### config.mk
export PLATFORM = sky130hd
export DESIGN_NAME = hs_gate_pulse_link
export DESIGN_NICKNAME = d
export VERILOG_FILES = /design/src/rtl/lsp_pkg.sv /design/src/rtl/lsp_edge_det.sv /design/src/rtl/lsp_oneshot.sv /design/src/rtl/lsp_rx_latch.sv /design/src/rtl/hs_gate_pulse_link.sv
export SDC_FILE = /design/constraint.sdc
export NUM_CORES = 1
export LEC_CHECK = 0
export BUFFER_PORTS_ARGS = -buffer_cell sky130_fd_sc_hd__buf_4
export CORE_AREA = 2 2 39 41
export DETAILED_ROUTE_END_ITERATION = 16
export DIE_AREA = 0 0 41 43
export GPL_TIMING_DRIVEN = 0
export PLACE_DENSITY = 0.5
export SLEW_MARGIN = 20
export SYNTH_ARGS = -nofsm -noshare
export SYNTH_HDL_FRONTEND = slang
export SYNTH_SLANG_ARGS = --single-unit
export TNS_END_PERCENT = 10
### constraint.sdc
create_clock -name clk -period 2.5 [get_ports clk]
set_input_delay 0.25 -clock clk [delete_from_list [all_inputs] [get_ports clk]]
set_output_delay 0.25 -clock clk [all_outputs]
set_load 0.01 [all_outputs]
### src/rtl/lsp_pkg.sv
package lsp_pkg;

  // Index of each pulse channel inside the encoder's channel array.
  localparam int unsigned CH_SET = 0;
  localparam int unsigned CH_CLR = 1;
  localparam int unsigned N_CH   = 2;

  // Width of a down-counter that must hold the value pw.
  function automatic int unsigned lsp_cnt_bits(input int unsigned pw);
    int unsigned b;
    b = $clog2(pw + 1);
    return (b < 1) ? 1 : b;
  endfunction

endpackage

### src/rtl/lsp_edge_det.sv
module lsp_edge_det (
  input  logic clk,
  input  logic rst_n,
  input  logic lvl_n,
  output logic fall_evt,
  output logic rise_evt
);
  logic prev_q;

  // The reset value of 1 means the command is taken as off at reset.
  always_ff @(posedge clk or negedge rst_n) begin
    if (!rst_n) prev_q <= 1'b1;
    else        prev_q <= lvl_n;
  end

  assign fall_evt = prev_q & ~lvl_n;
  assign rise_evt = ~prev_q & lvl_n;
endmodule

### src/rtl/lsp_oneshot.sv
module lsp_oneshot #(
  parameter int unsigned PW = 4
) (
  input  logic clk,
  input  logic rst_n,
  input  logic fire,
  input  logic abort,
  output logic pulse_n
);
  localparam int unsigned CW = lsp_pkg::lsp_cnt_bits(PW);
  localparam logic [CW-1:0] LOAD = CW'(PW);

  logic [CW-1:0] cnt_q;

  // fire reloads the count, abort cuts the pulse, otherwise count down to 0.
  function automatic logic [CW-1:0] next_cnt(input logic [CW-1:0] c,
                                             input logic f, input logic a);
    if (f)              return LOAD;
    else if (a)         return '0;
    else if (c != '0)   return c - 1'b1;
    else                return c;
  endfunction

  always_ff @(posedge clk or negedge rst_n) begin
    if (!rst_n) cnt_q <= '0;
    else        cnt_q <= next_cnt(cnt_q, fire, abort);
  end

  assign pulse_n = (cnt_q == '0);

  AST_FIRE_STARTS: assert property (@(posedge clk) disable iff (!rst_n)
    fire |=> !pulse_n);
  AST_ABORT_ENDS: assert property (@(posedge clk) disable iff (!rst_n)
    (abort && !fire) |=> pulse_n);
endmodule

### src/rtl/lsp_rx_latch.sv
module lsp_rx_latch (
  input  logic clk,
  input  logic rst_n,
  input  logic s_n,
  input  logic r_n,
  output logic gate
);
  // Clear has priority, so a low clear input always wins over set.
  always_ff @(posedge clk or negedge rst_n) begin
    if (!rst_n)    gate <= 1'b0;
    else if (!r_n) gate <= 1'b0;
    else if (!s_n) gate <= 1'b1;
  end

  AST_CLR_WINS: assert property (@(posedge clk) disable iff (!rst_n)
    !r_n |=> !gate);
  AST_SET_TAKES: assert property (@(posedge clk) disable iff (!rst_n)
    (!s_n && r_n) |=> gate);
  AST_HOLD_IDLE: assert property (@(posedge clk) disable iff (!rst_n)
    (s_n && r_n) |=> $stable(gate));
endmodule

### src/rtl/hs_gate_pulse_link.sv
module hs_gate_pulse_link #(
  parameter int unsigned PULSE_CYC = 4
) (
  input  logic clk,
  input  logic rst_n,
  input  logic hs_cmd_n,
  output logic set_pulse_n,
  output logic clr_pulse_n,
  output logic gate_on
);
  import lsp_pkg::*;

  logic fall_evt;
  logic rise_evt;
  logic [N_CH-1:0] ch_fire;
  logic [N_CH-1:0] ch_pulse_n;

  lsp_edge_det u_edge (
    .clk      (clk),
    .rst_n    (rst_n),
    .lvl_n    (hs_cmd_n),
    .fall_evt (fall_evt),
    .rise_evt (rise_evt)
  );

  assign ch_fire[CH_SET] = fall_evt;
  assign ch_fire[CH_CLR] = rise_evt;

  // Each channel is aborted by the trigger of the other channel.
  for (genvar g = 0; g < N_CH; g++) begin : g_ch
    lsp_oneshot #(.PW(PULSE_CYC)) u_shot (
      .clk     (clk),
      .rst_n   (rst_n),
      .fire    (ch_fire[g]),
      .abort   (ch_fire[N_CH-1-g]),
      .pulse_n (ch_pulse_n[g])
    );
  end

  assign set_pulse_n = ch_pulse_n[CH_SET];
  assign clr_pulse_n = ch_pulse_n[CH_CLR];

  lsp_rx_latch u_latch (
    .clk   (clk),
    .rst_n (rst_n),
    .s_n   (set_pulse_n),
    .r_n   (clr_pulse_n),
    .gate  (gate_on)
  );

  AST_SET_ON_FALL: assert property (@(posedge clk) disable iff (!rst_n)
    fall_evt |=> (!set_pulse_n && clr_pulse_n));
  AST_CLR_ON_RISE: assert property (@(posedge clk) disable iff (!rst_n)
    rise_evt |=> (!clr_pulse_n && set_pulse_n));
  AST_CH_EXCLUSIVE: assert property (@(posedge clk) disable iff (!rst_n)
    (set_pulse_n || clr_pulse_n));
  AST_STEADY_QUIET: assert property (@(posedge clk) disable iff (!rst_n)
    (!fall_evt && !rise_evt && set_pulse_n && clr_pulse_n)
      |=> (set_pulse_n && clr_pulse_n));
endmodule

==> out/metrics.cfg, run 1 <==
[synth]
synth.area.mux_share_pct=2.25
synth_warnings=0
synth-seq-cells=8
synthXorXnorAreaFrac_pct=0
synth.distinct_cells=16
yosys-top-cells-area=dfrtp_1 (39%), ha_1 (23%), inv_1 (7.6%)
synth_top_family_by_area=adder cells
synth-adder-area-share_pct=22.5
synth_top_area_share_pct=39.4
synth_simple_gate_area_share_pct=13.8
syn_area_per_cell_um2=9.66
synth_compound_area_share_pct=8.45
netlist_area_um2=444
synth_seq_area_share_pct=45.4
synth_nets=57
syn_inst=46
synth_top_cell_by_area=dfrtp_1

[finish]
nFillCells=148
final_common_cell=inv_1
layout_common_cells=inv_1 (9), ha_1 (8), nor2_1 (7), dfrtp_1 (7), buf_4 (5)
nets=68
fin_util_pct=38.9
instances_no_fill=72
num_antenna_cells=0
drive_above_1_share_pct=16.1
area_growth_pct=21.1

[clock_network]
cts_buffers=3
htree_levels=1
cts.sinks=8
clockBufferDepth=2
cts_setup_buffers=0
tritoncts=built
insertion_delay_ns=0.26
path_clk_slew_ns=0.06
root_buffer=clkbuf_4

[sta]
report.final.setup_viol=0
finClkSkew_ns=0.00717
fmax_mhz=648
period_needed_ns=1.54
maxSlewViolCount=0
tightest_slew_ns=0.186
timing.slew.headroom_pct=87.6
rsz0062_at_grt=no
tns_ns=0
timing.final.crit_share_pct=61.7
finalHoldViolCount=0

[power_and_ir_drop]
vdd_ir_drop_max_uv=365
power_switching_mw=0.218
combinationalPowerShare_pct=44.8
p_sw_share_pct=36.6
sequentialPowerShare_pct=36.1
power_frac_clock_pct=19.2
p_leak_nw=0.290
powerDensity_mw_per_mm2=1110
p_int_mw=0.377
finalPower_mw=0.595

[status]
run_status=complete, no violations

[global_routing]
grt.total_usage_pct=11.1
overflow=0
grt_pass1_vias=278
grt_pass1_wl_um=1210
antenna_found_initial=0
grt_start_max_net_pins=9

[critical_path]
slowest_stage=dfrtp_1
r2r_setup_slack_ns=1.00
cp_data_required_time_ns=2.25
cp-start-kind=flop
slowest_delay_ns=0.37
r2r-start=g_ch[0].u_shot.cnt_q[0]$_DFFE_PN0P_
cp_common_cell=ha_1
crit_path_end_kind=primary output
cp_max_fo=6
cp.arrival_ns=1.29
critical_path_class=reg -> out
rr_worst_depth=6
reg2reg_to=g_ch[0].u_shot.cnt_q[2]$_DFFE_PN0P_
path_cells=inv_1 -> ha_1 -> ha_1 -> buf_4

[placed_design]
place.gp.congestion=0.696
port_buffers=5
dp_cells=67
dp_hpwl_um=569

[min_path]
min_from=hs_cmd_n
hold_end=u_edge.prev_q$_DFF_PN1_
min_path_cells=1
hold_class=in -> reg

[floorplanning]
start_util_pct=32.1
dieWidth_um=41
dieArea_mm2=0.00176
top_level_ports=6
rows=14
design.core.area_mm2=0.00138
die_y_um=43

[routing]
first_pass_iters=4
vias=321
drcViolationCount=0
routed_wirelength_um=768
via_per_inst=4.46
wl_per_cell_um=10.7
drt_iter0_drc=6
ant_nets=0

[run]
max_cap_viol_count=0

-- synth_stat cells (all sizes together) --
cell,n
nor2,7
nor2b,1
dfrtp,7
a21oi,2
mux2i,1
dfstp,1
nor3,2
o22ai,1
ha,8
nand2b,1
inv,9
a21boi,1
a211o,1
nand2,2
nand3,1
o21ai,1
-- per-layer routing --
metal | GRT usage, % | vias to the layer above | routed length, um
met5 | 0 | - | 0
met4 | 12.0 | 0 | 14
met3 | 3.14 | 2 | 24
met2 | 14.4 | 6 | 354
met1 | 13.0 | 145 | 374
li1 | - | 168 | -
-- power groups by stage --
stage	registers, mW	clock network, mW	logic [mW]
6_report	0.214	0.114	0.266
2_1_floorplan	0.214	0	0.189
3_3_place_gp	0.214	0	0.264
5_1_grt	0.220	0.129	0.307
4_1_cts	0.214	0.120	0.274
3_5_place_dp	0.217	0	0.272
-- area by class of cell --
type	count	area, um^2	area share (%)
clock buffers	4	26.3	4.88
inverters	9	33.8	6.28
flip-flops and latches	8	201	37.4
repair buffers	6	47.5	8.84
multi-input cells	29	209	38.8
well taps	16	20.0	3.72
-- timing repair --
| item | 4_1_cts | 5_1_grt |
|---|---|---|
| hold endpoints to repair | 8 | 0 |
| hold buffers | 1 | 0 |
| gates resized for setup | 0 | 0 |
-- state kept, by name (all words and copies together) (netlist names) --
name and count:
g_ch.u_shot.cnt_q 6, u_edge.prev_q 1, u_latch.gate 1
-- worst max-delay path, delay by kind of cell (launching register included) --
kind,cells,cell delay [ns]
adder cells (fa/ha/maj),2,0.44
flip-flops,1,0.37
buffers and inverters,2,0.22
-- cell families (layout without fill, tap and decap cells) --
kind of cell / count (synthesis) / count (layout)
AOI/OAI and AO/OA: 6 / 6
adders and majority gates: 8 / 8
buffers and inverters: 9 / 19
DFF: 8 / 8
muxes: 1 / 1
and+or+nand+nor: 14 / 14
-- how the worst max path moves through the flow --
stage                                             start                                   to  slack, ns
floorplan           g_ch[0].u_shot.cnt_q[0]$_DFFE_PN0P_  g_ch[0].u_shot.cnt_q[2]$_DFFE_PN0P_       1.08
detailed placement  g_ch[0].u_shot.cnt_q[0]$_DFFE_PN0P_  g_ch[0].u_shot.cnt_q[2]$_DFFE_PN0P_        1.0
finish              g_ch[0].u_shot.cnt_q[0]$_DFFE_PN0P_                          set_pulse_n       0.96
global route        g_ch[0].u_shot.cnt_q[0]$_DFFE_PN0P_                          set_pulse_n       0.88
CTS                 g_ch[0].u_shot.cnt_q[0]$_DFFE_PN0P_                          set_pulse_n       0.93
global placement    g_ch[0].u_shot.cnt_q[0]$_DFFE_PN0P_  g_ch[0].u_shot.cnt_q[2]$_DFFE_PN0P_       1.00
-- per-stage QoR --
| step | worst slack (ns) | cell area [um^2] | hold slack [ns] |
|---|---|---|---|
| floorplan | 1.08 | 444 | -0.0456 |
| global placement | 1.00 | 502 | 0.0776 |
| detailed placement | 0.995 | 502 | 0.0774 |
| CTS | 0.930 | 538 | 0.112 |
| global route | 0.880 | 538 | 0.114 |
| finish | 0.957 | 538 | 0.126 |
(Power assumes the default switching activity.)
==> inputs of run 2 (changes only) <==
- ABC_AREA: unset -> 1
- PLACE_DENSITY: 0.5 -> 0.53
- clock period: 2.5 -> 1.61 ns (I/O delays scaled with it)
==> run 2 against run 1 <==
- hold slack worse by 0.081 ns
- clock power increased by 52%
- count of clock-buffer cells in the layout did not move
- area after synthesis increased by 7.6%
- register-to-register slack got worse by 0.65 ns
- routed wire length up 4.4%
- combinational power grew 75%
- sequential share of layout area down 2.2 points
- via count up 15%
- final cell count rose by 14%
- total power rose by 61%
- critical path depth is the same
- critical endpoint unchanged
- highest routed layer is now met3
==> out/metrics.cfg, run 2 <==
[sta]
tns_ns=0  ; unchanged
timing.slew.headroom_pct=89.1  ; was 87.6%
period_needed_ns=1.42
finalHoldViolCount=0  ; unchanged
rsz0062_at_grt=no  ; unchanged
report.final.setup_viol=0  ; unchanged
tightest_slew_ns=0.163  ; was 0.186 ns
finClkSkew_ns=0.0196  ; was 0.00717 ns
whs_ns=0.0446  ; was 0.126 ns
timing.final.crit_share_pct=88.0
fmax_mhz=706
maxSlewViolCount=0  ; unchanged

[power_and_ir_drop]
powerDensity_mw_per_mm2=1680  ; was 1110 mW/mm^2
vdd_ir_drop_max_uv=703  ; was 365 uV
p_leak_nw=0.315  ; was 0.290 nW

[routing]
first_pass_iters=4  ; unchanged
drt_iter0_drc=4  ; was 6
drcViolationCount=0  ; unchanged
ant_nets=0  ; unchanged
vias=370  ; was 321
routed_wirelength_um=802  ; was 768 um
via_per_inst=4.51  ; was 4.46
wl_per_cell_um=9.78  ; was 10.7 um

[critical_path]
slowest_delay_ns=0.35  ; was 0.37 ns
cp_max_fo=3  ; was 6
r2r-start=g_ch[0].u_shot.cnt_q[0]$_DFFE_PN0P_  ; unchanged
path_cells=inv_1 -> ha_1 -> ha_1 -> buf_4  ; unchanged
rr_worst_depth=8  ; was 6
cp_data_required_time_ns=1.45  ; was 2.25 ns
slowest_stage=dfrtp_1  ; unchanged
reg2reg_to=g_ch[0].u_shot.cnt_q[0]$_DFFE_PN0P_  ; was g_ch[0].u_shot.cnt_q[2]$_DFFE_PN0P_
cp.arrival_ns=1.26  ; was 1.29 ns
crit_path_end_kind=primary output  ; unchanged
cp_common_cell=ha_1  ; unchanged
critical_path_class=reg -> out  ; unchanged
r2r_setup_slack_ns=0.35  ; was 1.00 ns
cp-start-kind=flop  ; unchanged

[synth]
synth_nets=67  ; was 57
netlist_area_um2=478  ; was 444 um^2
synth_seq_area_share_pct=42.1  ; was 45.4%
synth_top_area_share_pct=36.6  ; was 39.4%
synth.distinct_cells=14  ; was 16
synth_commonest_cells=nand2_1 (12), inv_1 (10), ha_1 (8), dfrtp_1 (7), nand3_1 (5)  ; was inv_1 (9), ha_1 (8), dfrtp_1 (7), nor2_1 (7)
async_flop_share_pct=100  ; unchanged
yosys.cell_count.top_type=nand2_1  ; was inv_1
yosys-top-cells-area=dfrtp_1 (37%), ha_1 (21%), nand2_1 (9.4%)  ; was dfrtp_1 (39%), ha_1 (23%), inv_1 (7.6%)
synth_warnings=0  ; unchanged
synth_top_cell_by_area=dfrtp_1  ; unchanged
syn_area_per_cell_um2=8.53  ; was 9.66 um^2
synth_top_flop_cell=dfrtp_1  ; unchanged
syn_inst=56  ; was 46
synth-seq-cells=8  ; unchanged
synth_edf_count=0  ; unchanged

[clock_network]
cts_repair_resize_count=0  ; unchanged
htree_levels=1  ; unchanged
insertion_delay_ns=0.27  ; was 0.26 ns
path_clk_slew_ns=0.07  ; was 0.06 ns
cts.sinks=8  ; unchanged
tritoncts=built  ; unchanged
clockBufferDepth=2  ; unchanged
root_buffer=clkbuf_4  ; unchanged
cts_buffers=3  ; unchanged

[placed_design]
dp_hpwl_um=636  ; was 569 um
dp_cells=77  ; was 67
place.gp.congestion=0.644  ; was 0.696
port_buffers=5  ; unchanged

[finish]
nets=78  ; was 68
area_growth_pct=19.6  ; was 21.1%
instances_no_fill=82  ; was 72
num_antenna_cells=0  ; unchanged
reg.largest.list=g_ch.u_shot.cnt_q: 6 flops, u_edge.prev_q: 1 flops, u_latch.gate: 1 flops  ; unchanged
largest_register=g_ch.u_shot.cnt_q  ; unchanged
layout_common_cells=nand2_1 (12), inv_1 (10), ha_1 (8)  ; was inv_1 (9), ha_1 (8), nor2_1 (7), dfrtp_1 (7), buf_4 (5)
largest_register_ffs=6  ; unchanged
final_common_cell=nand2_1  ; was inv_1
drive_above_1_share_pct=21.2  ; was 16.1%

[floorplanning]
start_util_pct=34.5  ; was 32.1%
die_y_um=43  ; unchanged
dieWidth_um=41  ; unchanged
top_level_ports=6  ; unchanged
dieArea_mm2=0.00176  ; unchanged
rows=14  ; unchanged
design.core.area_mm2=0.00138  ; unchanged

[global_routing]
grt_start_max_net_pins=9  ; unchanged
grt.total_usage_pct=12.0  ; was 11.1%
overflow=0  ; unchanged
antenna_found_initial=0  ; unchanged
grt_pass1_vias=312  ; was 278
grt_pass1_wl_um=1310  ; was 1210 um

[min_path]
min_from=hs_cmd_n  ; unchanged
hold_class=in -> reg  ; unchanged
hold_end=u_edge.prev_q$_DFF_PN1_  ; unchanged
min_path_cells=1  ; unchanged

[run]
max_cap_viol_count=0  ; unchanged

[status]
run_status=complete, no violations  ; unchanged

## run 2: through the flow
stage	setup slack (ns)	area (um^2)	utilization, %	power (mW)
global route	0.122	572	41.3	1.07
finish	0.193	572	41.3	0.959
global placement	0.334	536	38.7	0.781
CTS	0.177	572	41.3	0.987
floorplan	0.404	478	-	0.658
detailed placement	0.357	536	38.7	0.802
## run 2: layer usage
layer / wire length (um) / global-route usage (%) / vias to the layer above
met4: 0 / 4.00 / 0
met3: 52 / 9.42 / 0
met1: 345 / 14.5 / 169
li1: - / - / 193
met2: 403 / 15.9 / 8
met5: 0 / 0 / -
## run 2: worst max-delay path, delay by kind of cell, from the launching register on
kind                       cells  cell delay (ns)
adders and majority gates      2             0.42
DFF                            1             0.35
buffers and inverters          2             0.22
## run 2: cells by family (layout without fill, tap and decap cells)
logic type | after synthesis | count (layout) | share of synthesized area (%)
flip-flops | 8 | 8 | 42.1
AND/OR/NAND/NOR | 24 | 24 | 22.8
AO/OA/AOI/OAI | 4 | 4 | 4.71
buffers and inverters | 12 | 22 | 9.43
adder cells (fa/ha/maj) | 8 | 8 | 20.9
## run 2: final cells by class
type                    count  area, um^2
clock buffers               4        26.3
fillers                   142         812
inverters                  12        45.0
multi-input cells          36         231
flip-flops and latches      8         201
well taps                  16        20.0
repair buffers              6        47.5
## run 2: worst max-delay path by stage
stage                                                     end                                start
final                                             set_pulse_n  g_ch[0].u_shot.cnt_q[0]$_DFFE_PN0P_
after global routing                              set_pulse_n  g_ch[0].u_shot.cnt_q[0]$_DFFE_PN0P_
after CTS                                         set_pulse_n  g_ch[0].u_shot.cnt_q[0]$_DFFE_PN0P_
after detailed placement  g_ch[0].u_shot.cnt_q[0]$_DFFE_PN0P_  g_ch[0].u_shot.cnt_q[0]$_DFFE_PN0P_
after global placement    g_ch[0].u_shot.cnt_q[0]$_DFFE_PN0P_  g_ch[0].u_shot.cnt_q[0]$_DFFE_PN0P_
after floorplan           g_ch[0].u_shot.cnt_q[0]$_DFFE_PN0P_  g_ch[0].u_shot.cnt_q[0]$_DFFE_PN0P_
## run 2: power breakdown
group	switching, mW	internal [mW]	total [mW]	leakage [nW]
Combinational	0.263	0.203	0.465	0.203
Clock	0.0780	0.0951	0.173	0.0150
Sequential	0.0353	0.286	0.321	0.0971
## run 2: what timing repair did
item	in CTS	in global routing
hold endpoints to repair	8	0
hold buffers	1	0
buffers inserted	0	0
